[src/rtl/irq_prio_pkg.sv]
package irq_prio_pkg;
  typedef enum logic {
    TK_IDLE = 1'b0,
    TK_HOLD = 1'b1
  } take_state_e;
endpackage

[src/rtl/irq_sync.sv]
module irq_sync #(
  parameter int WIDTH  = 11,
  parameter int STAGES = 2
) (
  input  logic             clk,
  input  logic             rst_n,
  input  logic [WIDTH-1:0] async_i,
  output logic [WIDTH-1:0] sync_o
);
  logic [WIDTH-1:0] stage_q [STAGES];

  for (genvar s = 0; s < STAGES; s++) begin : g_stage
    logic [WIDTH-1:0] stage_d;
    if (s == 0) begin : g_first
      assign stage_d = async_i;
    end else begin : g_next
      assign stage_d = stage_q[s-1];
    end
    always_ff @(posedge clk or negedge rst_n) begin
      if (!rst_n) stage_q[s] <= '0;
      else        stage_q[s] <= stage_d;
    end
  end

  assign sync_o = stage_q[STAGES-1];
endmodule

[src/rtl/irq_pend_reg.sv]
module irq_pend_reg #(
  parameter int NUM_SW    = 2,
  parameter int NUM_LINES = 13
) (
  input  logic                 clk,
  input  logic                 rst_n,
  input  logic                 sw_wr_en_i,
  input  logic [NUM_SW-1:0]    sw_wr_data_i,
  input  logic                 mask_wr_en_i,
  input  logic [NUM_LINES-1:0] mask_wr_data_i,
  output logic [NUM_SW-1:0]    sw_q_o,
  output logic [NUM_LINES-1:0] mask_q_o
);
  logic [NUM_SW-1:0]    sw_d, sw_q;
  logic [NUM_LINES-1:0] mask_d, mask_q;

  always_comb begin
    sw_d   = sw_q;
    mask_d = mask_q;
    if (sw_wr_en_i)   sw_d   = sw_wr_data_i;
    if (mask_wr_en_i) mask_d = mask_wr_data_i;
  end

  always_ff @(posedge clk or negedge rst_n) begin
    if (!rst_n) begin
      sw_q   <= '0;
      mask_q <= '0;
    end else begin
      sw_q   <= sw_d;
      mask_q <= mask_d;
    end
  end

  assign sw_q_o   = sw_q;
  assign mask_q_o = mask_q;

  AST_SW_HOLD: assert property (@(posedge clk) disable iff (!rst_n)
    !sw_wr_en_i |=> $stable(sw_q_o));
  AST_MASK_HOLD: assert property (@(posedge clk) disable iff (!rst_n)
    !mask_wr_en_i |=> $stable(mask_q_o));
endmodule

[src/rtl/irq_prio_enc.sv]
module irq_prio_enc #(
  parameter int NUM_LINES = 13,
  parameter int VEC_W     = 4
) (
  input  logic [NUM_LINES-1:0] masked_i,
  output logic                 any_o,
  output logic [VEC_W-1:0]     idx_o
);
  always_comb begin
    idx_o = '0;
    for (int i = 0; i < NUM_LINES; i++) begin
      if (masked_i[i]) idx_o = VEC_W'(i);
    end
  end

  assign any_o = |masked_i;
endmodule

[src/rtl/irq_take_ctrl.sv]
module irq_take_ctrl
  import irq_prio_pkg::*;
#(
  parameter int NUM_LINES = 13,
  parameter int VEC_W     = 4
) (
  input  logic                 clk,
  input  logic                 rst_n,
  input  logic                 glb_ie_i,
  input  logic                 dbg_mode_i,
  input  logic                 any_i,
  input  logic [VEC_W-1:0]     idx_i,
  input  logic [NUM_LINES-1:0] masked_i,
  input  logic                 ack_i,
  output logic                 take_o,
  output logic [VEC_W-1:0]     vec_o
);
  take_state_e      state_d, state_q;
  logic             take_d, take_q;
  logic [VEC_W-1:0] vec_d, vec_q;
  logic             vec_en;
  logic             may_take;

  assign may_take = glb_ie_i && !dbg_mode_i && any_i;

  always_comb begin
    state_d = state_q;
    take_d  = 1'b0;
    vec_en  = 1'b0;
    vec_d   = idx_i;
    case (state_q)
      TK_IDLE: if (may_take) begin
        take_d  = 1'b1;
        vec_en  = 1'b1;
        state_d = TK_HOLD;
      end
      TK_HOLD: if (ack_i) state_d = TK_IDLE;
      default: state_d = TK_IDLE;
    endcase
  end

  always_ff @(posedge clk or negedge rst_n) begin
    if (!rst_n) begin
      state_q <= TK_IDLE;
      take_q  <= 1'b0;
      vec_q   <= '0;
    end else begin
      state_q <= state_d;
      take_q  <= take_d;
      if (vec_en) vec_q <= vec_d;
    end
  end

  assign take_o = take_q;
  assign vec_o  = vec_q;

  AST_TAKE_GATED: assert property (@(posedge clk) disable iff (!rst_n)
    take_o |-> $past(glb_ie_i && !dbg_mode_i));
  AST_VEC_TOP: assert property (@(posedge clk) disable iff (!rst_n)
    take_o |-> (($past(masked_i) >> vec_o) == NUM_LINES'(1)));
  AST_TAKE_PULSE: assert property (@(posedge clk) disable iff (!rst_n)
    take_o |=> !take_o);
  AST_VEC_HOLD: assert property (@(posedge clk) disable iff (!rst_n)
    (state_q == TK_HOLD && !ack_i) |=> ($stable(vec_o) && !take_o));
endmodule

[src/rtl/irq_prio_ctrl.sv]
module irq_prio_ctrl #(
  parameter int NUM_SW      = 2,
  parameter int NUM_HW      = 11,
  parameter int SYNC_STAGES = 2,
  localparam int NUM_LINES  = NUM_SW + NUM_HW,
  localparam int VEC_W      = $clog2(NUM_LINES)
) (
  input  logic                 clk,
  input  logic                 rst_n,
  input  logic [NUM_HW-1:0]    hw_req_i,
  input  logic                 sw_wr_en_i,
  input  logic [NUM_SW-1:0]    sw_wr_data_i,
  input  logic                 mask_wr_en_i,
  input  logic [NUM_LINES-1:0] mask_wr_data_i,
  input  logic                 glb_ie_i,
  input  logic                 dbg_mode_i,
  input  logic                 ack_i,
  output logic                 take_o,
  output logic [VEC_W-1:0]     vec_o,
  output logic                 wake_o,
  output logic [NUM_LINES-1:0] pend_o
);
  logic [NUM_HW-1:0]    hw_pend;
  logic [NUM_SW-1:0]    sw_pend;
  logic [NUM_LINES-1:0] mask_q;
  logic [NUM_LINES-1:0] pend;
  logic [NUM_LINES-1:0] masked;
  logic                 any;
  logic [VEC_W-1:0]     idx;

  irq_sync #(.WIDTH(NUM_HW), .STAGES(SYNC_STAGES)) u_sync (
    .clk     (clk),
    .rst_n   (rst_n),
    .async_i (hw_req_i),
    .sync_o  (hw_pend)
  );

  irq_pend_reg #(.NUM_SW(NUM_SW), .NUM_LINES(NUM_LINES)) u_pend (
    .clk            (clk),
    .rst_n          (rst_n),
    .sw_wr_en_i     (sw_wr_en_i),
    .sw_wr_data_i   (sw_wr_data_i),
    .mask_wr_en_i   (mask_wr_en_i),
    .mask_wr_data_i (mask_wr_data_i),
    .sw_q_o         (sw_pend),
    .mask_q_o       (mask_q)
  );

  assign pend   = {hw_pend, sw_pend};
  assign masked = pend & mask_q;

  irq_prio_enc #(.NUM_LINES(NUM_LINES), .VEC_W(VEC_W)) u_enc (
    .masked_i (masked),
    .any_o    (any),
    .idx_o    (idx)
  );

  irq_take_ctrl #(.NUM_LINES(NUM_LINES), .VEC_W(VEC_W)) u_take (
    .clk        (clk),
    .rst_n      (rst_n),
    .glb_ie_i   (glb_ie_i),
    .dbg_mode_i (dbg_mode_i),
    .any_i      (any),
    .idx_i      (idx),
    .masked_i   (masked),
    .ack_i      (ack_i),
    .take_o     (take_o),
    .vec_o      (vec_o)
  );

  assign wake_o = any;
  assign pend_o = pend;

  AST_WAKE_BEFORE_TAKE: assert property (@(posedge clk) disable iff (!rst_n)
    take_o |-> $past(wake_o));
endmodule

[config.mk]
export PLATFORM = sky130hd
export DESIGN_NAME = irq_prio_ctrl
export DESIGN_NICKNAME = d
export VERILOG_FILES = /design/src/rtl/irq_prio_pkg.sv /design/src/rtl/irq_sync.sv /design/src/rtl/irq_pend_reg.sv /design/src/rtl/irq_prio_enc.sv /design/src/rtl/irq_take_ctrl.sv /design/src/rtl/irq_prio_ctrl.sv
export SDC_FILE = /design/constraint.sdc
export NUM_CORES = 1
export LEC_CHECK = 0
export BUFFER_PORTS_ARGS = -buffer_cell sky130_fd_sc_hd__buf_2
export CAP_MARGIN = 40
export CORE_ASPECT_RATIO = 0.9
export CORE_UTILIZATION = 44
export DETAILED_ROUTE_END_ITERATION = 8
export GPL_ROUTABILITY_DRIVEN = 1
export GPL_TIMING_DRIVEN = 0
export PLACE_DENSITY = 0.71
export SETUP_SLACK_MARGIN = 0.02
export SYNTH_ARGS = -nofsm -noshare
export SYNTH_HDL_FRONTEND = slang
export SYNTH_SLANG_ARGS = --single-unit
export TNS_END_PERCENT = 10
[constraint.sdc]
create_clock -name clk -period 2.7 [get_ports clk]
set_input_delay 0.405 -clock clk [delete_from_list [all_inputs] [get_ports clk]]
set_output_delay 0.405 -clock clk [all_outputs]
set_load 0.1 [all_outputs]
==> results_dict.tcl, run 1 <==
set metrics [dict create \
    status "finished clean" \
    wl_met3_um 178 \
    vias_per_cell 4.985 \
    drive_gt1_frac 0.5188 \
    route.met2.wl_um 1339 \
    tightest_slew_ns 0.4958 \
    worstPathArrival_ns 1.59 \
    postCtsSetupRepairBufs 0 \
    ys_ff_latch 43 \
    finalSetupViolCount 0 \
    max_clock_freq_mhz 500.5 \
    irDropWorstVdd_mv 0.4654 \
    drtPass1Iterations 4 \
    post_dp_cell_area_um2 1854 \
    htree_levels 2 \
    yosysTopAreaCell "dfrtp_1" \
    instances_no_fill 202 \
    cp.required_ns 2.30 \
    grt_pass1_wl_um 4747 \
    fin_crit_sh 0.7399 \
    p_seq_frac 0.456 \
    skew_ns 0.003720 \
    cap_viol_max_count 0 \
    p_leak_nw 0.9463 \
    detailed_place_hpwl_um 2069 \
    rows 19 \
    yosys-top-cells-area "dfrtp_1, mux2_2, a22oi_2" \
    grt_pass1_vias 1055 \
    maxSlewViolCount 0 \
    combPwrFrac 0.234 \
    relSlewSlack 0.6718 \
    num_vias 1007 \
    cts.clk_slew.worst_paths_ns 0.08 \
    top_layer "met4" \
    synth_cell_type_count 21 \
    netlist.area_leader.share 0.7049 \
    intPower_mw 1.094 \
    avgSynthCellArea_um2 15.42 \
    power.density_nw_per_um2 820.6 \
    worstSkewPairLatency_ns 0.29 \
    p_sw_uw 532.3 \
    die_y_um 57.88 \
    first_iter_violations 24 \
    grt_max_degree 36 \
    yosysSeqAreaShare 0.7049 \
    die_width_um 64.09 \
    cp_max_fo 3 \
    gp_congestion 0.7570 \
    cts-root-buf "clkbuf_8" \
    met1_length_um 1220 \
    postLayoutCoreUtil 0.6222 \
    die-area_um2 3709 \
    initial_core_util 0.4792 \
    n_antenna_cell 0 \
    critPathKind "reg -> out" \
    rsz0062_at_grt "false" \
    p_clk_frac 0.310 \
    cts_tree "done" \
    drc 0 \
    startpoint_type "register" \
    fp.coreArea_um2 3186 \
    clkSinkCount 43 \
    hold_class "in -> reg" \
    overflow 0 \
    final_nets 192 \
    fin_crit_ns 1.998 \
    design_area_um2 1982 \
    yosys_warnings 0 \
    synth_cells 99 \
    placed_cells 193 \
    hold_viol_final 0 \
    area.growth.synth_to_final_pct 29.84 \
    setup_tns_ns 0 \
    wire_per_inst_um 13.73 \
    design_power_total_mw 1.626 \
    cts_made_buffers 5 \
    syn-num-nets 132 \
    mostFrequentLayoutCells "buf_2, dfrtp_1, mux2_2" \
    antenna_found_initial 0 \
    switching_share 0.3273 \
    routed_wl_um 2773 \
    io_buffer_count 51 \
    end_kind "output pin" \
    final_common_cell "buf_2" \
    syn_area_um2 1526 \
    grtUsageTotal 0.1760 \
    ios 52 \
    ant_nets 0 \
    clockBufferDepth 2 \
]
-- area by class of cell --
cell class	count	area (µm²)
inverter	2	7.507
fill	255	1204
multi-input combinational	53	437.9
clock inverter	2	35.03
timing repair buffer	53	285.3
tap	42	52.55
buffer	1	5.005
sequential	43	1076
clock buffer	6	82.58
-- state kept, by name, summed over array words and instances, names as in the netlist --
signal                  count
u_pend.mask_q_o            13
u_sync.g_stage.stage_d     11
u_sync.sync_o              11
u_take.vec_o                4
u_pend.sw_q_o               2
u_take.state_q              1
u_take.take_o               1
-- power groups by stage --
stage / registers, mW / logic, mW / clock network, mW
after floorplan: 0.956 / 0.0866 / 0
after global routing: 0.751 / 0.402 / 0.542
after global placement: 0.751 / 0.375 / 0
final: 0.742 / 0.381 / 0.504
after detailed placement: 0.755 / 0.382 / 0
after CTS: 0.743 / 0.384 / 0.515
-- metrics by stage --
| step | worst slack (ns) | hold slack [ns] |
|---|---|---|
| after global placement | 1.021 | 0.3319 |
| after floorplan | 0.2337 | 0.1094 |
| after detailed placement | 1.012 | 0.2707 |
| after CTS | 0.6871 | 0.2071 |
| final | 0.7022 | 0.2160 |
| after global routing | 0.6185 | 0.2002 |
-- logic make-up after synthesis --
| logic type | Yosys count | synth area share |
|---|---|---|
| AOI/OAI and AO/OA | 22 | 0.1213 |
| DFF | 43 | 0.7049 |
| buffers and inverters | 3 | 0.008195 |
| muxes | 15 | 0.1107 |
| and+or+nand+nor | 16 | 0.05492 |
-- path summary, 6_finish.rpt --
kind,depth (start not counted),endpoint,slack [ns],from
min in group asynchronous,2,u_take.vec_o[3],0.50,rst_n
min,1,u_sync.g_stage[1].stage_d[5],0.22,hw_req_i[5]
max in group asynchronous,3,u_sync.g_stage[1].stage_d[2],1.77,rst_n
max,4,wake_o,0.70,u_sync.sync_o[5]
max reg2reg,4,u_take.vec_o[1],1.37,u_sync.sync_o[5]
min reg2reg,0,u_sync.sync_o[0],0.35,u_sync.g_stage[1].stage_d[0]
-- cell usage after synthesis --
| library cell | instances |
|---|---|
| a21o_4 | 1 |
| a21oi_1 | 3 |
| a221o_1 | 1 |
| a222oi_1 | 1 |
| a22oi_1 | 2 |
| a22oi_2 | 4 |
| a32o_1 | 1 |
| a32oi_1 | 3 |
| and3_4 | 1 |
| and4_1 | 1 |
| buf_2 | 1 |
| dfrtp_1 | 43 |
| inv_1 | 2 |
| mux2_2 | 15 |
| nand2_1 | 10 |
| nand2b_1 | 1 |
| nand3_1 | 1 |
| nand3b_1 | 2 |
| o21ai_0 | 3 |
| o21ai_1 | 2 |
| o21ai_2 | 1 |
-- critical path: stages (launching register included) --
cell     delay (ns)
dfrtp_1        0.42
a22oi_2        0.24
and4_1         0.27
nand2_1        0.08
buf_2          0.30
-- per-layer routing --
metal,vias to the layer above,track usage
met3,4,0.05512
met2,32,0.2948
met1,490,0.2109
met5,-,0
met4,0,0.07792
li1,481,-
-- repair_timing --
| action | in CTS | in global routing |
|---|---|---|
| setup endpoints to repair | 0 | 0 |
| hold buffers | 1 | 0 |
| gates resized for setup | 0 | 0 |
| hold endpoints to repair | 8 | 0 |
Note: power is estimated with default switching activity, not from simulation.
==> inputs of run 2 (changes only) <==
==> constraint.sdc (replaced) <==
create_clock -name clk -period 2.1 [get_ports clk]
set_input_delay 0.315 -clock clk [delete_from_list [all_inputs] [get_ports clk]]
set_output_delay 0.315 -clock clk [all_outputs]
set_load 0.1 [all_outputs]
==> run 2 against run 1 <==
Effect of this change:
- die area unchanged
- first-iteration DRC count unchanged
- wire length up 2.7%
- sequential cell count unchanged
- cell count unchanged
- clock power up 27%
- non-clock buffer count unchanged
- critical endpoint unchanged
==> results_dict.tcl, run 2 (synthesized netlist as in run 1, its figures left out) <==
set metrics [dict create \
    status "finished clean" \
    cts_made_buffers 5 \
    io_buffer_count 51 \
    hold_class "in -> reg" \
    drc 0 \
    end_kind "output pin" \
    detailed_place_hpwl_um 2182 \
    ios 52 \
    area.growth.synth_to_final_pct 30.57 \
    grt_pass1_wl_um 4623 \
    critPathKind "reg -> out" \
    fin_crit_ns 1.931 \
    cts-root-buf "clkbuf_8" \
    worstPathArrival_ns 1.62 \
    ant_nets 0 \
    relSlewSlack 0.6714 \
    post_dp_cell_area_um2 1867 \
    gp_congestion 0.7598 \
    num_vias 1015 \
    initial_core_util 0.4792 \
    die_width_um 64.09 \
    overflow 0 \
    antenna_found_initial 0 \
    cp_cell_sequence "a22oi_2, and4_1, nand2_2, buf_2" \
    largest_reg_flops 13 \
    final_common_cell "buf_2" \
    cpMaxStageDelayCell "dfrtp_2" \
    power.density_nw_per_um2 1048 \
    die-area_um2 3709 \
    n_antenna_cell 0 \
    clockBufferDepth 2 \
    die_y_um 57.88 \
    vias_per_cell 5.025 \
    routed_wl_um 2847 \
    maxSlewViolCount 0 \
    worstSkewPairLatency_ns 0.29 \
    r2r_cells 4 \
    irDropWorstVdd_mv 0.6567 \
    postLayoutCoreUtil 0.6257 \
    p_leak_nw 0.9368 \
    setup_tns_ns 0 \
    whs_path_depth 1 \
    cts_tree "done" \
    fill_cells 254 \
    placed_cells 193 \
    mostFrequentLayoutCells "buf_2, dfrtp_1, mux2_2" \
    clkSinkCount 43 \
    design_power_total_mw 2.089 \
    drtPass1Iterations 5 \
    design_area_um2 1993 \
    htree_levels 2 \
    max_stage_delay_ns 0.43 \
    cts.clk_slew.worst_paths_ns 0.08 \
    grt_pass1_vias 1083 \
    drive_gt1_frac 0.5750 \
    finalSetupViolCount 0 \
    final_nets 192 \
    hold_viol_final 0 \
    cp.required_ns 1.78 \
    fin_crit_sh 0.9197 \
    max_clock_freq_mhz 517.8 \
    rsz0062_at_grt "false" \
    skew_ns 0.005676 \
    worst-path-buf-inv 1 \
    startpoint_type "register" \
    rows 19 \
    first_iter_violations 24 \
    cp.depth 4 \
    crit_family "flip-flops" \
    cap_viol_max_count 0 \
    grt_max_degree 28 \
    wire_per_inst_um 14.09 \
    postCtsSetupRepairBufs 0 \
    grtUsageTotal 0.1735 \
    fp.coreArea_um2 3186 \
    cp_max_fo 3 \
    tightest_slew_ns 0.4963 \
    instances_no_fill 202 \
]
[run 2: cell types whose count changed in the layout (fill, tap and decap cells not counted)]
cell and change:
clkbuf_8 -1, clkinv_2 -1, clkinv_4 +1, dfrtp_1 -8, dfrtp_2 +8, inv_6 +1, nand2_1 -1, nand2_2 +1
[run 2: layer usage]
| layer | wire length, µm | global-route usage | up-vias | share of wire |
|---|---|---|---|---|
| met5 | 0 | 0 | - | 0 |
| li1 | - | - | 481 | - |
| met4 | 27 | 0.07792 | 0 | 0.0095 |
| met2 | 1482 | 0.3116 | 32 | 0.52 |
| met3 | 209 | 0.05906 | 4 | 0.073 |
| met1 | 1126 | 0.1858 | 498 | 0.40 |
[run 2: report_power, final]
part	internal [mW]	switching [mW]
Clock	0.360	0.279
Sequential	0.903	0.0531
Combinational	0.121	0.372
Total	1.38	0.704
[run 2: worst register-to-register path, cell delays in order (launching register included)]
cell	delay, ns
dfrtp_2	0.43
a22oi_2	0.23
and4_1	0.28
nand2_2	0.08
a32o_1	0.23
[run 2: final timing paths]
kind | start | end | slack, ns
setup / recovery | u_sync.sync_o[5] | wake_o | 0.17
hold / removal | hw_req_i[4] | u_sync.g_stage[1].stage_d[4] | 0.12
setup reg to reg | u_sync.sync_o[5] | u_take.vec_o[1] | 0.74
hold reg to reg | u_sync.g_stage[1].stage_d[2] | u_sync.sync_o[2] | 0.35
max in group asynchronous | rst_n | u_sync.sync_o[0] | 1.14
min in group asynchronous | rst_n | u_take.vec_o[3] | 0.47
[run 2: what timing repair did]
action / 4_1_cts / 5_1_grt
endpoints found under the hold margin: 16 / 0
hold buffers: 1 / 0
gates resized for setup: 0 / 0
[run 2: metrics by stage]
stage          hold slack [ns]  setup slack [ns]
2_1_floorplan          0.01941         -0.003654
3_3_place_gp            0.3326            0.5067
3_5_place_dp            0.2660            0.4936
4_1_cts                 0.1114            0.1602
5_1_grt                 0.1048           0.09080
6_report                0.1193            0.1686
[run 2: final cells by class]
cell class	instances	area, µm²	area share
Buffer	1	5.005	0.002511
Tap cell	42	52.55	0.02637
Inverter	2	7.507	0.003766
Clock buffer	5	68.82	0.03453
Multi-Input combinational cell	53	440.4	0.2210
Timing Repair Buffer	53	285.3	0.1431
Clock inverter	3	47.55	0.02385
Sequential cell	43	1086	0.5449
